File: config.mk
export PLATFORM = sky130hd
export DESIGN_NAME = spike_router
export DESIGN_NICKNAME = d
export VERILOG_FILES = /design/src/rtl/spike_mesh_pkg.sv /design/src/rtl/spike_fifo.sv /design/src/rtl/spike_route.sv /design/src/rtl/spike_arb.sv /design/src/rtl/spike_router.sv
export SDC_FILE = /design/constraint.sdc
export NUM_CORES = 1
export LEC_CHECK = 0
export CORE_ASPECT_RATIO = 1.25
export CORE_MARGIN = 5
export CORE_UTILIZATION = 47
export CTS_CLUSTER_SIZE = 14
export DETAILED_ROUTE_END_ITERATION = 10
export DONT_BUFFER_PORTS = 1
export SYNTH_ARGS = -nofsm -noshare
export SYNTH_HDL_FRONTEND = slang
export SYNTH_SLANG_ARGS = --single-unit
File: constraint.sdc
create_clock -name clk -period 6.5 [get_ports clk]
set_clock_uncertainty 0.1 [all_clocks]
set_input_delay 1.3 -clock clk [delete_from_list [all_inputs] [get_ports clk]]
set_output_delay 1.3 -clock clk [all_outputs]
set_load 0.03 [all_outputs]
File: src/rtl/spike_mesh_pkg.sv
package spike_mesh_pkg;
    localparam int NUM_PORTS = 5;
    localparam int P_LOCAL   = 0;
    localparam int P_NORTH   = 1;
    localparam int P_SOUTH   = 2;
    localparam int P_EAST    = 3;
    localparam int P_WEST    = 4;
endpackage

File: src/rtl/spike_fifo.sv
module spike_fifo #(
    parameter int W     = 20,
    parameter int DEPTH = 2
) (
    input  logic         clk,
    input  logic         rst_n,
    input  logic         push_valid,
    output logic         push_ready,
    input  logic [W-1:0] push_data,
    input  logic         pop,
    output logic         head_valid,
    output logic [W-1:0] head_data
);
    localparam int AW = (DEPTH > 1) ? $clog2(DEPTH) : 1;
    localparam int CW = $clog2(DEPTH + 1);

    typedef struct packed {
        logic [DEPTH-1:0][W-1:0] mem;
        logic [AW-1:0]           wr;
        logic [AW-1:0]           rd;
        logic [CW-1:0]           cnt;
    } fifo_st_t;

    fifo_st_t st_d, st_q;
    logic     push;

    assign push_ready = (st_q.cnt != CW'(DEPTH));
    assign head_valid = (st_q.cnt != '0);
    assign head_data  = st_q.mem[st_q.rd];
    assign push       = push_valid && push_ready;

    always_comb begin
        st_d = st_q;
        if (push) begin
            st_d.mem[st_q.wr] = push_data;
            st_d.wr = (st_q.wr == AW'(DEPTH - 1)) ? '0 : st_q.wr + 1'b1;
        end
        if (pop) begin
            st_d.rd = (st_q.rd == AW'(DEPTH - 1)) ? '0 : st_q.rd + 1'b1;
        end
        case ({push, pop})
            2'b10:   st_d.cnt = st_q.cnt + 1'b1;
            2'b01:   st_d.cnt = st_q.cnt - 1'b1;
            default: st_d.cnt = st_q.cnt;
        endcase
    end

    always_ff @(posedge clk) begin
        if (!rst_n) st_q <= '0;
        else        st_q <= st_d;
    end

    AST_FIFO_NO_UNDERFLOW: assert property (@(posedge clk) disable iff (!rst_n)
        pop |-> head_valid);
    AST_FIFO_BOUND: assert property (@(posedge clk) disable iff (!rst_n)
        st_q.cnt <= CW'(DEPTH));
endmodule

File: src/rtl/spike_route.sv
module spike_route
    import spike_mesh_pkg::*;
#(
    parameter int OFF_W = 4,
    parameter int PAY_W = 12,
    parameter bit Y_ONLY = 1'b0
) (
    input  logic [2*OFF_W+PAY_W-1:0] pkt,
    output logic [NUM_PORTS-1:0]     dir,
    output logic [2*OFF_W+PAY_W-1:0] fwd
);
    localparam int PKW = 2*OFF_W + PAY_W;
    localparam logic signed [OFF_W-1:0] ZERO = '0;
    localparam logic signed [OFF_W-1:0] ONE  = OFF_W'(1);

    logic signed [OFF_W-1:0] dx, dy, ndx, ndy;

    assign dx = pkt[PKW-1 -: OFF_W];
    assign dy = pkt[PKW-OFF_W-1 -: OFF_W];

    always_comb begin
        dir = '0;
        ndx = dx;
        ndy = dy;
        if (!Y_ONLY && dx > ZERO) begin
            dir[P_EAST] = 1'b1;
            ndx = dx - ONE;
        end else if (!Y_ONLY && dx < ZERO) begin
            dir[P_WEST] = 1'b1;
            ndx = dx + ONE;
        end else if (dy > ZERO) begin
            dir[P_NORTH] = 1'b1;
            ndy = dy - ONE;
        end else if (dy < ZERO) begin
            dir[P_SOUTH] = 1'b1;
            ndy = dy + ONE;
        end else begin
            dir[P_LOCAL] = 1'b1;
        end
        fwd = {ndx, ndy, pkt[PAY_W-1:0]};
    end
endmodule

File: src/rtl/spike_arb.sv
module spike_arb #(
    parameter int N = 5
) (
    input  logic         clk,
    input  logic         rst_n,
    input  logic [N-1:0] req,
    input  logic         take,
    output logic [N-1:0] grant,
    output logic         any
);
    localparam int IW = $clog2(N);

    typedef struct packed {
        logic [IW-1:0] ptr;
        logic          lock;
        logic [N-1:0]  held;
    } arb_st_t;

    arb_st_t       st_d, st_q;
    logic [IW-1:0] gidx;
    logic          found;
    int            idx;

    always_comb begin
        grant = '0;
        found = 1'b0;
        idx   = 0;
        if (st_q.lock) begin
            grant = st_q.held;
        end else begin
            for (int k = 0; k < N; k++) begin
                idx = int'(st_q.ptr) + k;
                if (idx >= N) idx = idx - N;
                if (!found && req[idx]) begin
                    grant[idx] = 1'b1;
                    found = 1'b1;
                end
            end
        end
        gidx = '0;
        for (int j = 0; j < N; j++) begin
            if (grant[j]) gidx = IW'(j);
        end
        any = |grant;

        st_d = st_q;
        if (any && take) begin
            st_d.lock = 1'b0;
            st_d.ptr  = (gidx == IW'(N - 1)) ? '0 : gidx + 1'b1;
        end else if (any) begin
            st_d.lock = 1'b1;
            st_d.held = grant;
        end
    end

    always_ff @(posedge clk) begin
        if (!rst_n) st_q <= '0;
        else        st_q <= st_d;
    end

    AST_GRANT_ONEHOT: assert property (@(posedge clk) disable iff (!rst_n)
        $onehot0(grant));
    AST_GRANT_HAS_REQ: assert property (@(posedge clk) disable iff (!rst_n)
        (grant & ~req) == '0);
    AST_GRANT_HELD: assert property (@(posedge clk) disable iff (!rst_n)
        any && !take |=> $stable(grant));
endmodule

File: src/rtl/spike_router.sv
module spike_router
    import spike_mesh_pkg::*;
#(
    parameter int OFF_W      = 4,
    parameter int PAY_W      = 12,
    parameter int FIFO_DEPTH = 2
) (
    input  logic                                  clk,
    input  logic                                  rst_n,
    input  logic [NUM_PORTS-1:0]                  in_valid,
    output logic [NUM_PORTS-1:0]                  in_ready,
    input  logic [NUM_PORTS*(2*OFF_W+PAY_W)-1:0]  in_data,
    output logic [NUM_PORTS-1:0]                  out_valid,
    input  logic [NUM_PORTS-1:0]                  out_ready,
    output logic [NUM_PORTS*(2*OFF_W+PAY_W)-1:0]  out_data
);
    localparam int PKW = 2*OFF_W + PAY_W;

    logic [NUM_PORTS-1:0] head_valid;
    logic [NUM_PORTS-1:0] pop;
    logic [PKW-1:0]       head  [NUM_PORTS];
    logic [PKW-1:0]       fwd   [NUM_PORTS];
    logic [NUM_PORTS-1:0] dir   [NUM_PORTS];
    logic [NUM_PORTS-1:0] req   [NUM_PORTS];
    logic [NUM_PORTS-1:0] grant [NUM_PORTS];

    for (genvar i = 0; i < NUM_PORTS; i++) begin : g_in
        spike_fifo #(.W(PKW), .DEPTH(FIFO_DEPTH)) u_fifo (
            .clk        (clk),
            .rst_n      (rst_n),
            .push_valid (in_valid[i]),
            .push_ready (in_ready[i]),
            .push_data  (in_data[i*PKW +: PKW]),
            .pop        (pop[i]),
            .head_valid (head_valid[i]),
            .head_data  (head[i])
        );
        spike_route #(
            .OFF_W  (OFF_W),
            .PAY_W  (PAY_W),
            .Y_ONLY ((i == P_NORTH) || (i == P_SOUTH))
        ) u_route (
            .pkt (head[i]),
            .dir (dir[i]),
            .fwd (fwd[i])
        );
        if ((i == P_NORTH) || (i == P_SOUTH)) begin : g_ychk
            AST_NS_NO_EW: assert property (@(posedge clk) disable iff (!rst_n)
                !dir[i][P_EAST] && !dir[i][P_WEST]);
        end
    end

    always_comb begin
        for (int o = 0; o < NUM_PORTS; o++) begin
            for (int i = 0; i < NUM_PORTS; i++) begin
                req[o][i] = head_valid[i] && dir[i][o];
            end
        end
    end

    for (genvar o = 0; o < NUM_PORTS; o++) begin : g_out
        spike_arb #(.N(NUM_PORTS)) u_arb (
            .clk   (clk),
            .rst_n (rst_n),
            .req   (req[o]),
            .take  (out_ready[o]),
            .grant (grant[o]),
            .any   (out_valid[o])
        );
        AST_OUT_HOLD: assert property (@(posedge clk) disable iff (!rst_n)
            out_valid[o] && !out_ready[o] |=>
            out_valid[o] && $stable(out_data[o*PKW +: PKW]));
    end

    always_comb begin
        pop      = '0;
        out_data = '0;
        for (int o = 0; o < NUM_PORTS; o++) begin
            for (int i = 0; i < NUM_PORTS; i++) begin
                if (grant[o][i]) begin
                    out_data[o*PKW +: PKW] = fwd[i];
                    if (out_ready[o]) pop[i] = 1'b1;
                end
            end
        end
    end

    AST_EJECT_ALIGNED: assert property (@(posedge clk) disable iff (!rst_n)
        out_valid[P_LOCAL] |-> out_data[P_LOCAL*PKW + PAY_W +: OFF_W] == '0);
endmodule

==> flow_summary.ini <==
[die]
die_x_um = 209
ios = 222
dieArea_um2 = 54300
start_util_pct = 47.4
core_um2 = 49300
rows = 91
die_height_um = 259

[yosys]
ys_types = 99
synth_top_area_share_pct = 22.7
syn_nets = 3464
netlist_top_cells_area = dfxtp_1 23%, nand2_1 9.7%, a21oi_1 8.8%, ha_1 7.2%, mux2i_1 3.7%
synth_area_leader_cell = dfxtp_1
avgSynthCellArea_um2 = 7.27
synth-async-reset-ratio_pct = 0
synthesis.area_um2 = 23400
ys_ff_latch = 265
seq_area_frac_synth_pct = 22.7
synth_flop_cell = dfxtp_1
netlist_instances = 3213
synth_edf_count = 0
yosysWarnings = 0

[clock_network]
numCtsBuffers = 29
htreeDepth = 1
cts_buffer_depth = 3
cts_tree = done
cts_root_buffer = clkbuf_16
cts_hold_buf = 0
clkSinkCount = 265
clk_pin_slew_ns = 0.06
clkLatencyLatePin_ns = 0.60

[drt]
drtIter0Drc = 2884
wl_per_cell_um = 25.1
ant_nets = 0
drt_first_pass_iters = 8
viasPerCell = 6.50
drc = 0
wl_mm = 98.6
vias = 25600

[outcome]
status = completed

[final_layout]
mostFrequentLayoutCell = nand2_1
final_cell_mix = 604 x nand2_1, 405 x a21oi_1, 258 x dfxtp_1
drive_gt1_share_pct = 17.0
fillerInstances = 4585
fin_util_pct = 55.7
areaGrowthSynthToFinish_pct = 17.6
final_cell_area_um2 = 27500
final_nets = 3510
n_antenna_cell = 0

[timing]
setup_violations = 0
relSlewSlack_pct = 20.9
clock.fmax_mhz = 156
tightest_slew_ns = 1.17
finalSetupTns_ns = 0
whs_ns = 0.353
slew_violations = 0
fin_crit_ns = 6.42
timing.final.hold_violations = 0
finalCritPeriodShare_pct = 98.8

[setup_path]
cp_max_fo = 9
r2r_start = g_in[3].u_fifo.st_q[2]$_SDFFE_PN0P_
required_ns = 5.10
worstSetupPathType = reg -> out
reg2regPathDepth = 17
reg2reg_slack_ns = 1.23
cp-end-kind = output port
setup.worst_path.end = out_data[50]
worst_r2r_endpoint = g_in[1].u_fifo.st_q[1]$_SDFFE_PN0P_
crit_path_start_kind = flip-flop
worstSetupStartpoint = g_out[2].u_arb.st_q[7]$_SDFFE_PN0P_
crit_arrival_ns = 5.02

[power]
vdd_drop_max_uv = 436
power_mw = 18.3
total_leakage_power_nw = 10.5
power_per_cell_area_nw_per_um2 = 666

[run]
cap_violations = 0

[place]
gp_congestion = 0.958
place_area_um2 = 25400
io_buffer_count = 0
dp_hpwl_mm = 75.0

[grt]
grt_first_pass_wirelength_mm = 145
grt-ovfl-total = 0
grt_max_degree = 110
antenna_found_initial = 2
grtUsageTotal_pct = 33.6
grt_pass1_vias = 24000

[min_path]
worstHoldPathType = reg -> reg
[worst min path at each step]
stage	from	end	slack, ns	cells past startpoint
6_report	g_in[4].u_fifo.st_q[21]$_SDFFE_PN0P_	g_in[4].u_fifo.st_q[21]$_SDFFE_PN0P_	0.35	2
5_1_grt	g_in[3].u_fifo.st_q[34]$_SDFFE_PN0P_	g_in[3].u_fifo.st_q[34]$_SDFFE_PN0P_	0.37	2
4_1_cts	g_in[2].u_fifo.st_q[6]$_SDFFE_PN0P_	g_in[2].u_fifo.st_q[6]$_SDFFE_PN0P_	0.35	2
3_5_place_dp	g_in[1].u_fifo.st_q[5]$_SDFFE_PN0P_	g_in[1].u_fifo.st_q[5]$_SDFFE_PN0P_	0.34	2
3_3_place_gp	g_out[4].u_arb.st_q[1]$_SDFFE_PN0P_	g_out[4].u_arb.st_q[1]$_SDFFE_PN0P_	0.33	2
2_1_floorplan	g_out[4].u_arb.st_q[1]$_SDFFE_PN0P_	g_out[4].u_arb.st_q[1]$_SDFFE_PN0P_	0.32	2
[state kept, by name (all words and copies together), names as in the netlist]
register	cells
g_out.u_arb.st_q	45
g_in.u_fifo.st_q	220
[power by group]
| part | internal, mW | switching [mW] |
|---|---|---|
| registers | 1.86 | 0.232 |
| logic | 5.44 | 8.99 |
| clock network | 1.03 | 0.740 |
[final cells by class]
type	count	area, µm²	share of cell area (%)
multi-input combinational	2587	17500	63.9
sequential	265	5320	19.4
timing repair buffer	248	2290	8.35
tap	651	815	2.97
clock buffer	40	797	2.90
inverter	128	493	1.79
clock inverter	14	206	0.752
[per-layer routing]
layer	wire, µm	vias up	GRT usage [%]	share of wire (%)
met1	37400	12200	39.1	38
met2	47400	1235	58.0	48
li1	-	11900	-	-
met4	5820	2	17.0	5.9
met5	11	-	0	0.011
met3	7930	284	7.46	8.0
[Yosys cell counts, drive strengths merged (44+ instances only)]
cell type / number
mux2i: 86
nand2b: 56
buf: 51
nor2b: 48
o21ai: 138
dfxtp: 265
nand3: 75
mux2: 74
a21oi: 413
a221oi: 92
a221o: 63
nand2: 606
clkbuf: 182
ha: 134
nor2: 140
o22ai: 44
inv: 127
[critical path: stages (launching register included)]
cell and delay [ns]:
dfxtp_2 0.35, buf_4 0.18, ha_1 0.21, fa_2 0.39, a21bo_4 0.25, xnor2_4 0.15
mux2_2 0.37, o221a_4 0.30, a211o_1 0.29, or4_4 0.45, a41oi_4 0.33, nor2b_4 0.12
buf_8 0.16, buf_4 0.13, a221oi_2 0.20, a211oi_1 0.07, a221o_1 0.47
[metrics by stage]
stage | setup slack (ns) | std cells
after floorplan | 0.0304 | 3213
after global placement | 0.262 | 3852
after detailed placement | 0.219 | 3852
after CTS | -0.0307 | 3910
after global routing | -0.0742 | 3933
final | 0.0773 | 3933
[what timing repair did]
action	CTS	global route
pin swaps	3	19
setup endpoints to repair	101	100
resized for setup	66	126
cloned	0	1
setup buffers	4	22
[logic make-up after synthesis]
family                   after synthesis  share of synthesized area [%]
XOR/XNOR                              50                           1.87
multiplexers                         161                           7.35
AND/OR/NAND/NOR                     1165                           23.5
flip-flops                           265                           22.7
AO/OA/AOI/OAI                       1072                           30.9
buffers and inverters                361                           6.11
adder cells (fa/ha/maj)              139                           7.61
(Power assumes the default switching activity.)
